**src/rtl/dsm_port_pkg.sv**
```systemverilog
package dsm_port_pkg;

  typedef enum logic [1:0] {
    ST_CONV  = 2'd0,
    ST_SLEEP = 2'd1,
    ST_XFER  = 2'd2
  } port_state_e;

  typedef struct packed {
    logic [4:0] chan;
    logic [3:0] osr;
    logic       twox;
  } conv_cfg_t;

  localparam conv_cfg_t CFG_POWERUP = '{chan: 5'b00000, osr: 4'b0011, twox: 1'b0};

  // number of bits in a full programming stream and the update preamble
  localparam int unsigned PROG_BITS = 13;
  localparam logic [2:0]  PRE_UPDATE = 3'b101;

  function automatic logic osr_code_ok(input logic [3:0] code);
    return ((code >= 4'd1) && (code <= 4'd9)) || (code == 4'd15);
  endfunction

  function automatic int unsigned busy_cycles(input int unsigned base, input conv_cfg_t c);
    int unsigned sh;
    int unsigned n;
    if (c.osr == 4'd15) sh = 32'd9;
    else if (c.osr == 4'd0) sh = 32'd0;
    else sh = {28'd0, c.osr} - 32'd1;
    n = base << sh;
    if (c.twox) n = n >> 1;
    if (n == 0) n = 1;
    return n;
  endfunction

endpackage

```
**src/rtl/dsm_sck_gen.sv**
```systemverilog
module dsm_sck_gen #(
  parameter int unsigned HALF = 2
) (
  input  logic clk,
  input  logic rst_n,
  input  logic run,
  output logic sck
);
  localparam int unsigned HC_W = (HALF > 1) ? $clog2(HALF) : 1;

  logic [HC_W-1:0] hc;

  always_ff @(posedge clk or negedge rst_n) begin
    if (!rst_n) begin
      sck <= 1'b0;
      hc  <= '0;
    end else if (!run) begin
      sck <= 1'b0;
      hc  <= '0;
    end else if (hc == HC_W'(HALF - 1)) begin
      sck <= ~sck;
      hc  <= '0;
    end else begin
      hc <= hc + 1'b1;
    end
  end

  // clock parks low as soon as it is not allowed to run
  p_idle_low_r13: assert property (@(posedge clk) disable iff (!rst_n)
    !run |=> !sck);

endmodule

```
**src/rtl/dsm_busy_timer.sv**
```systemverilog
module dsm_busy_timer
  import dsm_port_pkg::*;
#(
  parameter int unsigned BUSY_BASE = 4,
  parameter int unsigned CNT_W     = 24
) (
  input  logic      clk,
  input  logic      rst_n,
  input  logic      load,
  input  conv_cfg_t cfg,
  output logic      done
);
  logic [CNT_W-1:0] cnt;

  always_ff @(posedge clk or negedge rst_n) begin
    if (!rst_n)          cnt <= CNT_W'(busy_cycles(BUSY_BASE, CFG_POWERUP));
    else if (load)       cnt <= CNT_W'(busy_cycles(BUSY_BASE, cfg));
    else if (cnt != '0)  cnt <= cnt - 1'b1;
  end

  assign done = (cnt == '0);

  // a fresh load never reports completion in the following cycle
  p_load_not_done_r12: assert property (@(posedge clk) disable iff (!rst_n)
    load |=> !done);

endmodule

```
**src/rtl/dsm_cfg_rx.sv**
```systemverilog
module dsm_cfg_rx
  import dsm_port_pkg::*;
#(
  parameter int unsigned IDX_W = 6
) (
  input  logic             clk,
  input  logic             rst_n,
  input  logic             cap,
  input  logic [IDX_W-1:0] idx,
  input  logic             sdi,
  output conv_cfg_t        pend
);
  logic [PROG_BITS-1:0] rx;
  logic                 last_bit;
  logic                 upd;
  logic [3:0]           osr_new;
  logic [4:0]           chan_new;

  assign last_bit = cap && (idx == IDX_W'(PROG_BITS - 1));
  assign upd      = last_bit && ({rx[0], rx[1], rx[2]} == PRE_UPDATE);
  assign chan_new = {rx[3], rx[4], rx[5], rx[6], rx[7]};
  assign osr_new  = {rx[8], rx[9], rx[10], rx[11]};

  always_ff @(posedge clk or negedge rst_n) begin
    if (!rst_n) begin
      rx <= '0;
    end else begin
      for (int i = 0; i < int'(PROG_BITS); i++) begin
        if (cap && (idx == IDX_W'(i))) rx[i] <= sdi;
      end
    end
  end

  always_ff @(posedge clk or negedge rst_n) begin
    if (!rst_n) begin
      pend <= CFG_POWERUP;
    end else if (upd) begin
      pend.chan <= chan_new;
      if (osr_code_ok(osr_new)) begin
        pend.osr  <= osr_new;
        pend.twox <= sdi;
      end
    end
  end

  // the held speed code is always one of the defined ones
  p_osr_legal_r11: assert property (@(posedge clk) disable iff (!rst_n)
    osr_code_ok(pend.osr));

  // settings move only on the last bit of an update stream
  p_stable_unless_update_r9: assert property (@(posedge clk) disable iff (!rst_n)
    !upd |=> $stable(pend));

endmodule

```
**src/rtl/dsm_serial_port.sv**
```systemverilog
module dsm_serial_port
  import dsm_port_pkg::*;
#(
  parameter int unsigned RES_W     = 32,
  parameter int unsigned BUSY_BASE = 4,
  parameter int unsigned CNT_W     = 24,
  parameter int unsigned SCK_HALF  = 2
) (
  input  logic             clk,
  input  logic             rst_n,
  input  logic             int_clk_sel,
  input  logic             cs_n,
  input  logic             sck_in,
  input  logic             sdi,
  input  logic [RES_W-1:0] res_data,
  input  logic             res_valid,
  output logic             res_ready,
  output logic             sck_out,
  output logic             sdo,
  output logic             sdo_oe,
  output logic [4:0]       conv_chan,
  output logic [3:0]       conv_osr,
  output logic             conv_twox
);
  localparam int unsigned RC_W = $clog2(RES_W + 1);

  port_state_e      st;
  logic             sck_gen, sck_eff, sck_q, cs_q;
  logic             rise, fall, cs_rise;
  logic             start_xfer, in_xfer, abort, finish, go_conv, take, cap;
  logic             tmr_done, gen_run;
  logic [RC_W-1:0]  rcnt, cap_idx;
  logic [RES_W-1:0] shreg;
  logic             sdo_bit;
  conv_cfg_t        pend, act;

  // serial clock source and edge detection
  assign gen_run = int_clk_sel && !cs_n && (st != ST_CONV);

  dsm_sck_gen #(.HALF(SCK_HALF)) u_sck (
    .clk(clk), .rst_n(rst_n), .run(gen_run), .sck(sck_gen)
  );

  assign sck_eff = int_clk_sel ? sck_gen : sck_in;
  assign rise    = sck_eff && !sck_q;
  assign fall    = !sck_eff && sck_q;
  assign cs_rise = cs_n && !cs_q;

  // state decode
  assign in_xfer    = (st == ST_XFER);
  assign start_xfer = (st == ST_SLEEP) && rise && !cs_n;
  assign abort      = in_xfer && cs_rise;
  assign finish     = in_xfer && !cs_rise && rise && (rcnt == RC_W'(RES_W));
  assign go_conv    = abort || finish;
  assign res_ready  = (st == ST_CONV) && tmr_done;
  assign take       = res_ready && res_valid;
  assign cap        = start_xfer ||
                      (in_xfer && rise && !cs_rise && (rcnt != RC_W'(RES_W)));
  assign cap_idx    = start_xfer ? '0 : rcnt;

  dsm_busy_timer #(.BUSY_BASE(BUSY_BASE), .CNT_W(CNT_W)) u_tmr (
    .clk(clk), .rst_n(rst_n), .load(go_conv), .cfg(pend), .done(tmr_done)
  );

  dsm_cfg_rx #(.IDX_W(RC_W)) u_cfg (
    .clk(clk), .rst_n(rst_n), .cap(cap), .idx(cap_idx), .sdi(sdi), .pend(pend)
  );

  always_ff @(posedge clk or negedge rst_n) begin
    if (!rst_n) begin
      st      <= ST_CONV;
      sck_q   <= 1'b0;
      cs_q    <= 1'b1;
      rcnt    <= '0;
      shreg   <= '0;
      sdo_bit <= 1'b0;
      act     <= CFG_POWERUP;
    end else begin
      sck_q <= sck_eff;
      cs_q  <= cs_n;
      unique case (st)
        ST_CONV: begin
          if (take) begin
            st    <= ST_SLEEP;
            shreg <= res_data;
          end
        end
        ST_SLEEP: begin
          if (start_xfer) begin
            st      <= ST_XFER;
            rcnt    <= RC_W'(1);
            sdo_bit <= 1'b0;
          end
        end
        ST_XFER: begin
          if (go_conv) begin
            st  <= ST_CONV;
            act <= pend;
          end else if (rise) begin
            rcnt <= rcnt + 1'b1;
          end else if (fall) begin
            sdo_bit <= shreg[RES_W-1];
            shreg   <= {shreg[RES_W-2:0], 1'b0};
          end
        end
        default: st <= ST_CONV;
      endcase
    end
  end

  always_comb begin
    unique case (st)
      ST_CONV:  sdo = 1'b1;
      ST_SLEEP: sdo = 1'b0;
      default:  sdo = sdo_bit;
    endcase
  end

  assign sdo_oe    = !cs_n;
  assign sck_out   = sck_gen;
  assign conv_chan = act.chan;
  assign conv_osr  = act.osr;
  assign conv_twox = act.twox;

  // accepting the result clears the status bit on the next cycle
  p_eoc_low_after_take_r3: assert property (@(posedge clk) disable iff (!rst_n)
    (res_valid && res_ready) |=> !sdo);

  // ready is not withdrawn while the word is not taken
  p_ready_held_r4: assert property (@(posedge clk) disable iff (!rst_n)
    (res_ready && !res_valid) |=> res_ready);

  // chip select rising mid-transfer restarts a conversion at once
  p_abort_restarts_r7: assert property (@(posedge clk) disable iff (!rst_n)
    (in_xfer && cs_rise) |=> ((st == ST_CONV) && !res_ready && sdo));

  // the rising-edge counter never passes the word length
  p_rcnt_bound_r6: assert property (@(posedge clk) disable iff (!rst_n)
    in_xfer |-> (rcnt <= RC_W'(RES_W)));

  // active settings change only when a conversion starts
  p_cfg_at_start_r8: assert property (@(posedge clk) disable iff (!rst_n)
    !go_conv |=> $stable({conv_chan, conv_osr, conv_twox}));

endmodule

```
**config.mk**
```make
export PLATFORM = sky130hd
export DESIGN_NAME = dsm_serial_port
export DESIGN_NICKNAME = d
export VERILOG_FILES = /design/src/rtl/dsm_port_pkg.sv /design/src/rtl/dsm_sck_gen.sv /design/src/rtl/dsm_busy_timer.sv /design/src/rtl/dsm_cfg_rx.sv /design/src/rtl/dsm_serial_port.sv
export SDC_FILE = /design/constraint.sdc
export NUM_CORES = 1
export LEC_CHECK = 0
export BUFFER_PORTS_ARGS = -buffer_cell sky130_fd_sc_hd__buf_2
export CORE_UTILIZATION = 50
export DETAILED_ROUTE_END_ITERATION = 10
export HOLD_SLACK_MARGIN = 0.05
export PLACE_DENSITY_LB_ADDON = 0.3
export SETUP_SLACK_MARGIN = 0.2
export SLEW_MARGIN = 40
export SYNTH_ARGS = -nofsm -noshare
export SYNTH_HDL_FRONTEND = slang
export SYNTH_SLANG_ARGS = --single-unit
```
**constraint.sdc**
```tcl
create_clock -name clk -period 5.2 [get_ports clk]
set_clock_uncertainty 0.1 [all_clocks]
set_input_delay 0.78 -clock clk [delete_from_list [all_inputs] [get_ports clk]]
set_output_delay 0.78 -clock clk [all_outputs]
set_load 0.02 [all_outputs]
```
## After elaboration in Yosys (flattened, before gate mapping)

Index checks and enable logic that the tools add are counted.

- Word-level logic and storage cells: 150
- Register bits: 101
- Input bits: 39
- Output and inout bits: 14

- Bitwise gates (word level): 1
- Reduce and logical (&&, ||, !) cells: 55
- Equality and inequality tests: 27
- Magnitude comparators: 2
- Multiplexer cells: 33
- Shift operators: 1
- Add/subtract/negate cells: 4

Operator list:

| cell | count |
|---|---|
| $mux W32 | 9 |
| $mux W24 | 3 |
| $pmux W32 S2 | 1 |
| $logic_not A32 Y1 | 1 |
| $shl A3 B32 Y32 const A | 1 |
| $logic_and A1 B1 Y1 | 31 |
| $eq A6 B4 Y1 const B | 5 |
| $eq A6 B3 Y1 const B | 4 |
| $logic_not A24 Y1 | 1 |
| $mux W6 | 4 |
| $reduce_bool A24 Y1 | 1 |
| $sub A24 B1 Y24 const B | 1 |
| $ne A2 B2 Y1 const B | 7 |
| $eq A6 B2 Y1 const B | 2 |
| $pmux W6 S2 | 1 |
| $reduce_and A5 Y1 | 2 |
| $mux W1 | 9 |
| $eq A4 B4 Y1 const B | 2 |
| $reduce_bool A2 Y1 | 4 |
| $add A6 B1 Y6 const B | 1 |
| $eq A6 B1 Y1 const B | 1 |
| $eq A6 B6 Y1 const B | 1 |
| $logic_not A6 Y1 | 1 |
| $mux W2 | 3 |
| 19 further kinds | 27 |

## Logic depth before layout (Yosys ltp)

Gate-level depths: netlist of the first run.

- Word-level depth: 14
- Mapped depth: 9
- Mapped depth without buffers: 7

## Modules after synthesis

A second synthesis of the first run with hierarchy kept.

- Cell total of the unflattened synthesis: 501
- Area total of the unflattened synthesis: 5148.7 um^2

By module, submodules not included:

| module | sequential area each (um^2) | cells each | instances | area each (um^2) |
|---|---|---|---|---|
| dsm_serial_port | 1330.0 | 269 | 1 | 2682.6 |
| dsm_busy_timer | 601.8 | 154 | 1 | 1433.9 |
| dsm_cfg_rx | 553.0 | 73 | 1 | 958.4 |
| dsm_sck_gen | 50.0 | 5 | 1 | 73.8 |

## Worst setup path after synthesis of the first run

OpenSTA, ideal clock, no wires.

- Path kind: register to output
- Start: register u_tmr.cnt[0]
- End: output port res_ready
- Data required time: 4.320 ns
- Buffers on the path: 0
- Data arrival time: 2.009 ns
- Path slack: 2.311 ns
- Cell stages (with the launch flop): 7
- Cell sequence: dfrtp_1 > inv_1 > ha_1 > nor4b_1 > nand4_1 > or2_2 > nor3_1

- Longest elaborated chain between the ends: 2

RTL lines:

| what | RTL line | source |
|---|---|---|
| start: declaration | dsm_busy_timer.sv:13 | `logic [CNT_W-1:0] cnt;` |
| start signal: assignment | dsm_busy_timer.sv:16 | `if (!rst_n) cnt <= CNT_W'(busy_cycles(BUSY_BASE, CFG_POWERUP));` |
| start signal: assignment | dsm_busy_timer.sv:17 | `else if (load) cnt <= CNT_W'(busy_cycles(BUSY_BASE, cfg));` |
| start signal: assignment | dsm_busy_timer.sv:18 | `else if (cnt != '0) cnt <= cnt - 1'b1;` |
| $logic_not A24 Y1 | dsm_busy_timer.sv:21 | `assign done = (cnt == '0);` |
| $logic_and A1 B1 Y1 | dsm_serial_port.sv:55 | `assign res_ready = (st == ST_CONV) && tmr_done;` |
| end: declaration | dsm_serial_port.sv:17 | `output logic res_ready,` |

Every way passes these cells.

## Worst setup path in the final report of the first run

Ends and elaborated chain as after synthesis.

==> results.cfg, run 1 <==
[synth]
synth_area_sq_um = 5040
synth_cell_types = 53
async_flop_share_pct = 100
synth_commonest_cells = 102 x nand2_1, 95 x dfrtp_1, 47 x a21oi_1
ys_warn_count = 0
syn_inst = 534
yosys.area.top_type_share_pct = 47.1
synth_top_area_cell = dfrtp_1
syn_area_per_cell_sq_um = 9.44
ys.flop_type = dfrtp_1
synth-edff-count = 0
synth_most_common_cell = nand2_1
synth-seq-area-share_pct = 50.3
ys_seq_elements = 101
synth_area_leaders = dfrtp_1 47%, nand2_1 7.6%, mux2_2 5.1%
synth_fp_nets = 576

[critical_path]
r2r_slack_ps = 1870
rr_worst_depth = 8
r2r-end = shreg[4]
crit_arrival_ps = 3010
crit_path_max_fanout = 13
rr_startpoint = u_tmr.cnt[0]
setup.worst_path.class = flop to output port
endpoint_kind = output port
worstPathRequired_ps = 4320
start_kind = flop

[job]
maxCapViolCount = 0

[power]
leakagePower_nw = 2.41
p_total_mw = 1.79
switching_share_pct = 30.3
vdd_ir_drop_max_mv = 0.130
power.density_nw_per_um2 = 321
p_clk_share_pct = 26.0
pwr-share-comb_pct = 17.1
internal_power_mw = 1.25
p_seq_share_pct = 56.9
switchingPower_uw = 542

[final_layout]
fillers = 904
synthToLayoutAreaGrowth_pct = 10.7
n_antenna_cell = 0
nNetsFinal = 612
final_layout_size_suffix_gt1_share_pct = 19.7

[clock_network]
cts_resized = 0
post-cts-setup-buffer-count = 0
cts_buffers = 9
cts.clk_slew.worst_paths_ps = 90
ctsRootBufferMaster = clkbuf_8
holdBufCountCts = 0
cts.sinks = 101
cts_buffer_depth = 2
clk_latency_ps = 370
htree_levels = 3
cts_tree = done

[timing]
slew_viol_final = 0
hold_violations = 0
tns_ps = 0
rsz0062_at_grt = no
finalSetupViolations = 0
period_share_pct = 74.7
fin_crit_ps = 3890
tightest_slew_ps = 686
fmax_ghz = 0.257
slew_headroom_pct = 54.1

[routing]
antenna_left = 0
dr.pass1.iters = 4
routed_wl_mm = 10.8
wire_per_inst_microns = 15.3
num_vias = 4055
drcViolationCount = 0
drt_iter0_markers = 134
drt-vias-per-instance = 5.73

[die]
start_util_pct = 51.6
die_area_sq_um = 10500
core_area_sq_um = 9770
num_rows = 36
io_pins = 53
fp.dieW_microns = 102
die_h_microns = 102

[place]
place.gp.congestion = 0.892
hpwl_mm = 7.50
port_buffers = 52

[min_path]
hp-class = input pin to async pin

[global_routing]
track_usage_pct = 22.1
grt_max_degree = 63
grt_pass1_wl_mm = 18.1
grt.overflow.total = 0
grt_antenna_before_repair = 0
grt_pass1_vias = 3774

[status]
status = complete, no violations
[cell type report]
| cell class | count | area [sq um] | area share (%) |
|---|---|---|---|
| clock buffers | 13 | 159 | 2.85 |
| inverters | 9 | 33.8 | 0.605 |
| flip-flops and latches | 101 | 2530 | 45.4 |
| clock inverters | 3 | 18.8 | 0.336 |
| well taps | 133 | 166 | 2.98 |
| repair buffers | 57 | 304 | 5.44 |
| multi-input cells | 392 | 2370 | 42.4 |
[how the worst max path moves through the flow]
| stage | slack, ps | endpoint | start | cells past startpoint |
|---|---|---|---|---|
| after floorplan | 2310 | res_ready | u_tmr.cnt[0] | 6 |
| after global placement | 1730 | shreg[4] | u_tmr.cnt[0] | 8 |
| after detailed placement | 1730 | res_ready | u_tmr.cnt[0] | 7 |
| after CTS | 1280 | res_ready | u_tmr.cnt[0] | 7 |
| after global routing | 1010 | res_ready | u_tmr.cnt[0] | 7 |
| final | 1310 | res_ready | u_tmr.cnt[0] | 7 |
[cell usage in the layout (no fill, tap or decap), types with 4 or more instances in the layout]
cell type  synthesis  layout
o211ai_1           4       4
xor2_1            11      11
nor3_1            10      10
nand4_1            4       4
nand3_1           12      12
buf_2              5      51
o32ai_1            4       4
or3_1              8       8
o31ai_1            6       6
dfstp_2            6       6
nor2b_1            8       7
mux2_2            23      23
xnor2_1           10      10
o21ai_0           17      17
nor4_1            10      10
buf_4              0       5
nand2b_1           6       6
nor2_1            24      24
inv_1              9       9
nand2_1          102     102
clkbuf_8           0      11
a21oi_1           47      47
a31oi_1           35      35
or4_1              5       5
dfrtp_1           95      95
[power by group through the flow]
| stage | sequential [mW] | combinational (mW) | clock [mW] |
|---|---|---|---|
| 6_report | 1.02 | 0.307 | 0.465 |
| 5_1_grt | 1.04 | 0.352 | 0.503 |
| 4_1_cts | 1.02 | 0.308 | 0.477 |
| 3_5_place_dp | 1.03 | 0.307 | 0 |
| 3_3_place_gp | 1.02 | 0.298 | 0 |
| 2_1_floorplan | 1.00 | 0.228 | 0 |
[worst max-delay path: stages, from the launching register on]
cell and delay (ps):
dfrtp_1 400, inv_1 90, ha_1 190, nor4b_1 500, nand4_1 520, or2_2 480
nor3_1 240, buf_2 220
[metrics by stage]
step | instance area [sq um] | util, % | worst slack [ps] | std cells | hold slack [ps]
6_report | 5580 | 57.1 | 1310 | 708 | 281
5_1_grt | 5580 | 57.1 | 1010 | 708 | 330
4_1_cts | 5580 | 57.1 | 1280 | 708 | 358
3_5_place_dp | 5400 | 55.3 | 1730 | 692 | 345
3_3_place_gp | 5400 | 55.2 | 1730 | 692 | 335
2_1_floorplan | 5040 | - | 2310 | 534 | 324
[cells by family after synthesis]
logic type | Yosys count | synth area share, %
compound gates | 132 | 15.8
xor+xnor | 21 | 3.65
fa+ha+maj | 3 | 0.744
buf+inv | 41 | 3.18
flops | 101 | 50.3
mux | 24 | 5.34
simple gates | 212 | 21.1
[metal layers]
| metal | wire length [microns] | share of wire [%] | global-route usage (%) |
|---|---|---|---|
| met3 | 266 | 2.5 | 2.46 |
| met4 | 193 | 1.8 | 10.0 |
| met1 | 5060 | 47 | 31.8 |
| met2 | 5320 | 49 | 33.7 |
| met5 | 0 | 0 | 0 |
[sequential cells by signal, indices dropped and copies added (netlist names), 2 cells and up]
register	flops
conv_chan	5
conv_osr	4
rcnt	6
shreg	32
st	2
u_cfg.pend	10
u_cfg.rx	12
u_tmr.cnt	24
(Power assumes the default switching activity.)
==> inputs of run 2 (changes only) <==
ABC_AREA = 1   (was default)
clock period = 3.7 ns   (was 5.2 ns; I/O delays follow)
==> results.cfg, run 2 <==
[status]
status = complete, no violations

[synth]
syn_inst = 814
ys.flop_type = dfrtp_1
synth-edff-count = 0
synth-seq-area-share_pct = 44.3
yosys.area.top_type_share_pct = 41.5
synth_area_sq_um = 5720
syn_area_per_cell_sq_um = 7.03
synth_fp_nets = 856
async_flop_share_pct = 100
synth_cell_types = 33
ys_seq_elements = 101
synth_top_area_cell = dfrtp_1
synth_commonest_cells = 354 x nand2_1, 95 x dfrtp_1, 84 x nor2_1
ys_warn_count = 0
synth_most_common_cell = nand2_1
synth_area_leaders = dfrtp_1 42%, nand2_1 23%, nand3_1 6.1%

[timing]
slew_viol_final = 0
tightest_slew_ps = 810
whs_ps = 110
hold_violations = 0
slew_headroom_pct = 45.9
finalSetupViolations = 0
fin_crit_ps = 2690
rsz0062_at_grt = no
tns_ps = 0
period_share_pct = 72.7
fmax_ghz = 0.372

[power]
leakagePower_nw = 3.37
p_seq_share_pct = 44.9
p_clk_share_pct = 25.0
p_total_mw = 3.78
pwr-share-comb_pct = 30.1
internal_power_mw = 2.38
vdd_ir_drop_max_mv = 0.365
switchingPower_mw = 1.40
switching_share_pct = 36.9
power.density_nw_per_um2 = 596

[final_layout]
multiInputGateArea_sq_um = 2760
nNetsFinal = 895
regArea_sq_um = 2530
fillers = 1062
top_register = shreg
reg_top3 = shreg (32), u_tmr.cnt (24), u_cfg.rx (12)
layout_commonest_cell = nand2_1
layout_common_cells = 354 x nand2_1, 95 x dfrtp_1, 84 x nor2_1
final_layout_size_suffix_gt1_share_pct = 12.5
n_antenna_cell = 0
synthToLayoutAreaGrowth_pct = 10.7
largest_reg_flops = 32

[clock_network]
clk_latency_ps = 350
cts_buffers = 9
cts_buffer_depth = 2
cts_resized = 0
ctsRootBufferMaster = clkbuf_16
cts.clk_slew.worst_paths_ps = 60
cts.sinks = 101
holdBufCountCts = 0
cts_tree = done
htree_levels = 3
post-cts-setup-buffer-count = 0

[global_routing]
grt_antenna_before_repair = 0
grt.overflow.total = 0
grt_max_degree = 68
track_usage_pct = 22.8
grt_pass1_wl_mm = 21.2
grt_pass1_vias = 4615

[place]
hpwl_mm = 8.48
port_buffers = 52
place.gp.congestion = 0.919

[routing]
drcViolationCount = 0
drt-vias-per-instance = 5.01
antenna_left = 0
routed_wl_mm = 12.1
dr.pass1.iters = 6
num_vias = 5002
drt_iter0_markers = 233
wire_per_inst_microns = 12.1

[die]
die_h_microns = 109
core_area_sq_um = 11000
num_rows = 38
io_pins = 53
fp.dieW_microns = 109
start_util_pct = 52.1
die_area_sq_um = 11900

[critical_path]
crit_path_max_fanout = 5
worstPathRequired_ps = 3040
crit_arrival_ps = 2030
start_kind = flop
rr_worst_depth = 10
endpoint_kind = output port
setup.worst_path.class = flop to output port

[job]
maxCapViolCount = 0

[min_path]
hp-class = input pin to async pin
[run 2: per-stage QoR]
| stage | cells | setup WS, ps | cell area [sq um] | utilization [%] |
|---|---|---|---|---|
| global placement | 982 | 1030 | 6030 | 54.9 |
| detailed placement | 982 | 1020 | 6030 | 54.9 |
| global route | 998 | 689 | 6340 | 57.7 |
| finish | 998 | 1010 | 6340 | 57.7 |
| CTS | 998 | 997 | 6340 | 57.7 |
| floorplan | 814 | 1560 | 5720 | - |
[run 2: power by group through the flow]
| stage | Clock [mW] | Sequential [mW] | Combinational, mW |
|---|---|---|---|
| 2_1_floorplan | 0 | 1.63 | 0.944 |
| 4_1_cts | 0.963 | 1.69 | 1.14 |
| 5_1_grt | 1.00 | 1.74 | 1.34 |
| 6_report | 0.945 | 1.70 | 1.14 |
| 3_5_place_dp | 0 | 1.70 | 1.14 |
| 3_3_place_gp | 0 | 1.70 | 1.11 |
[run 2: worst paths after layout]
kind                              startpoint            end  slack (ps)
worst max register to register         st[0]  u_cfg.pend[6]        1030
worst max-delay path            u_tmr.cnt[0]      res_ready        1010
worst min register to register      u_sck.hc       u_sck.hc         350
worst min-delay path                   rst_n      conv_twox         110
min in group clk                        cs_n           cs_q         210
max in group asynchronous              rst_n   u_tmr.cnt[4]        2730
[run 2: cell type report]
type                    instances  area share [%]
multi-input cells             620            43.6
flip-flops and latches        101            40.0
repair buffers                 58            5.11
clock buffers                  13            4.42
inverters                      63            3.73
well taps                     140            2.76
clock inverters                 3           0.415
[run 2: critical path, stage by stage (launching register included)]
cell and delay, ps:
dfrtp_1 390, inv_1 120, ha_1 260, nand2_2 140
nor2_4 180, nand2_1 80, nor2_1 90, nand3_1 90
nor2_1 140, buf_2 200
[run 2: logic make-up after synthesis]
group	after synthesis	synth area share (%)
AND/OR/NAND/NOR	546	39.5
flip-flops	101	44.3
buffers and inverters	93	7.48
AO/OA/AOI/OAI	50	4.88
XOR/XNOR	21	3.21
adder cells (fa/ha/maj)	3	0.656
[run 2: per-layer routing]
metal	global-route usage (%)	wire length, microns	vias to the layer above
li1	-	-	2602
met1	30.6	5810	2279
met2	36.8	5620	108
met3	5.14	533	13
met4	6.85	145	0
met5	0	0	-
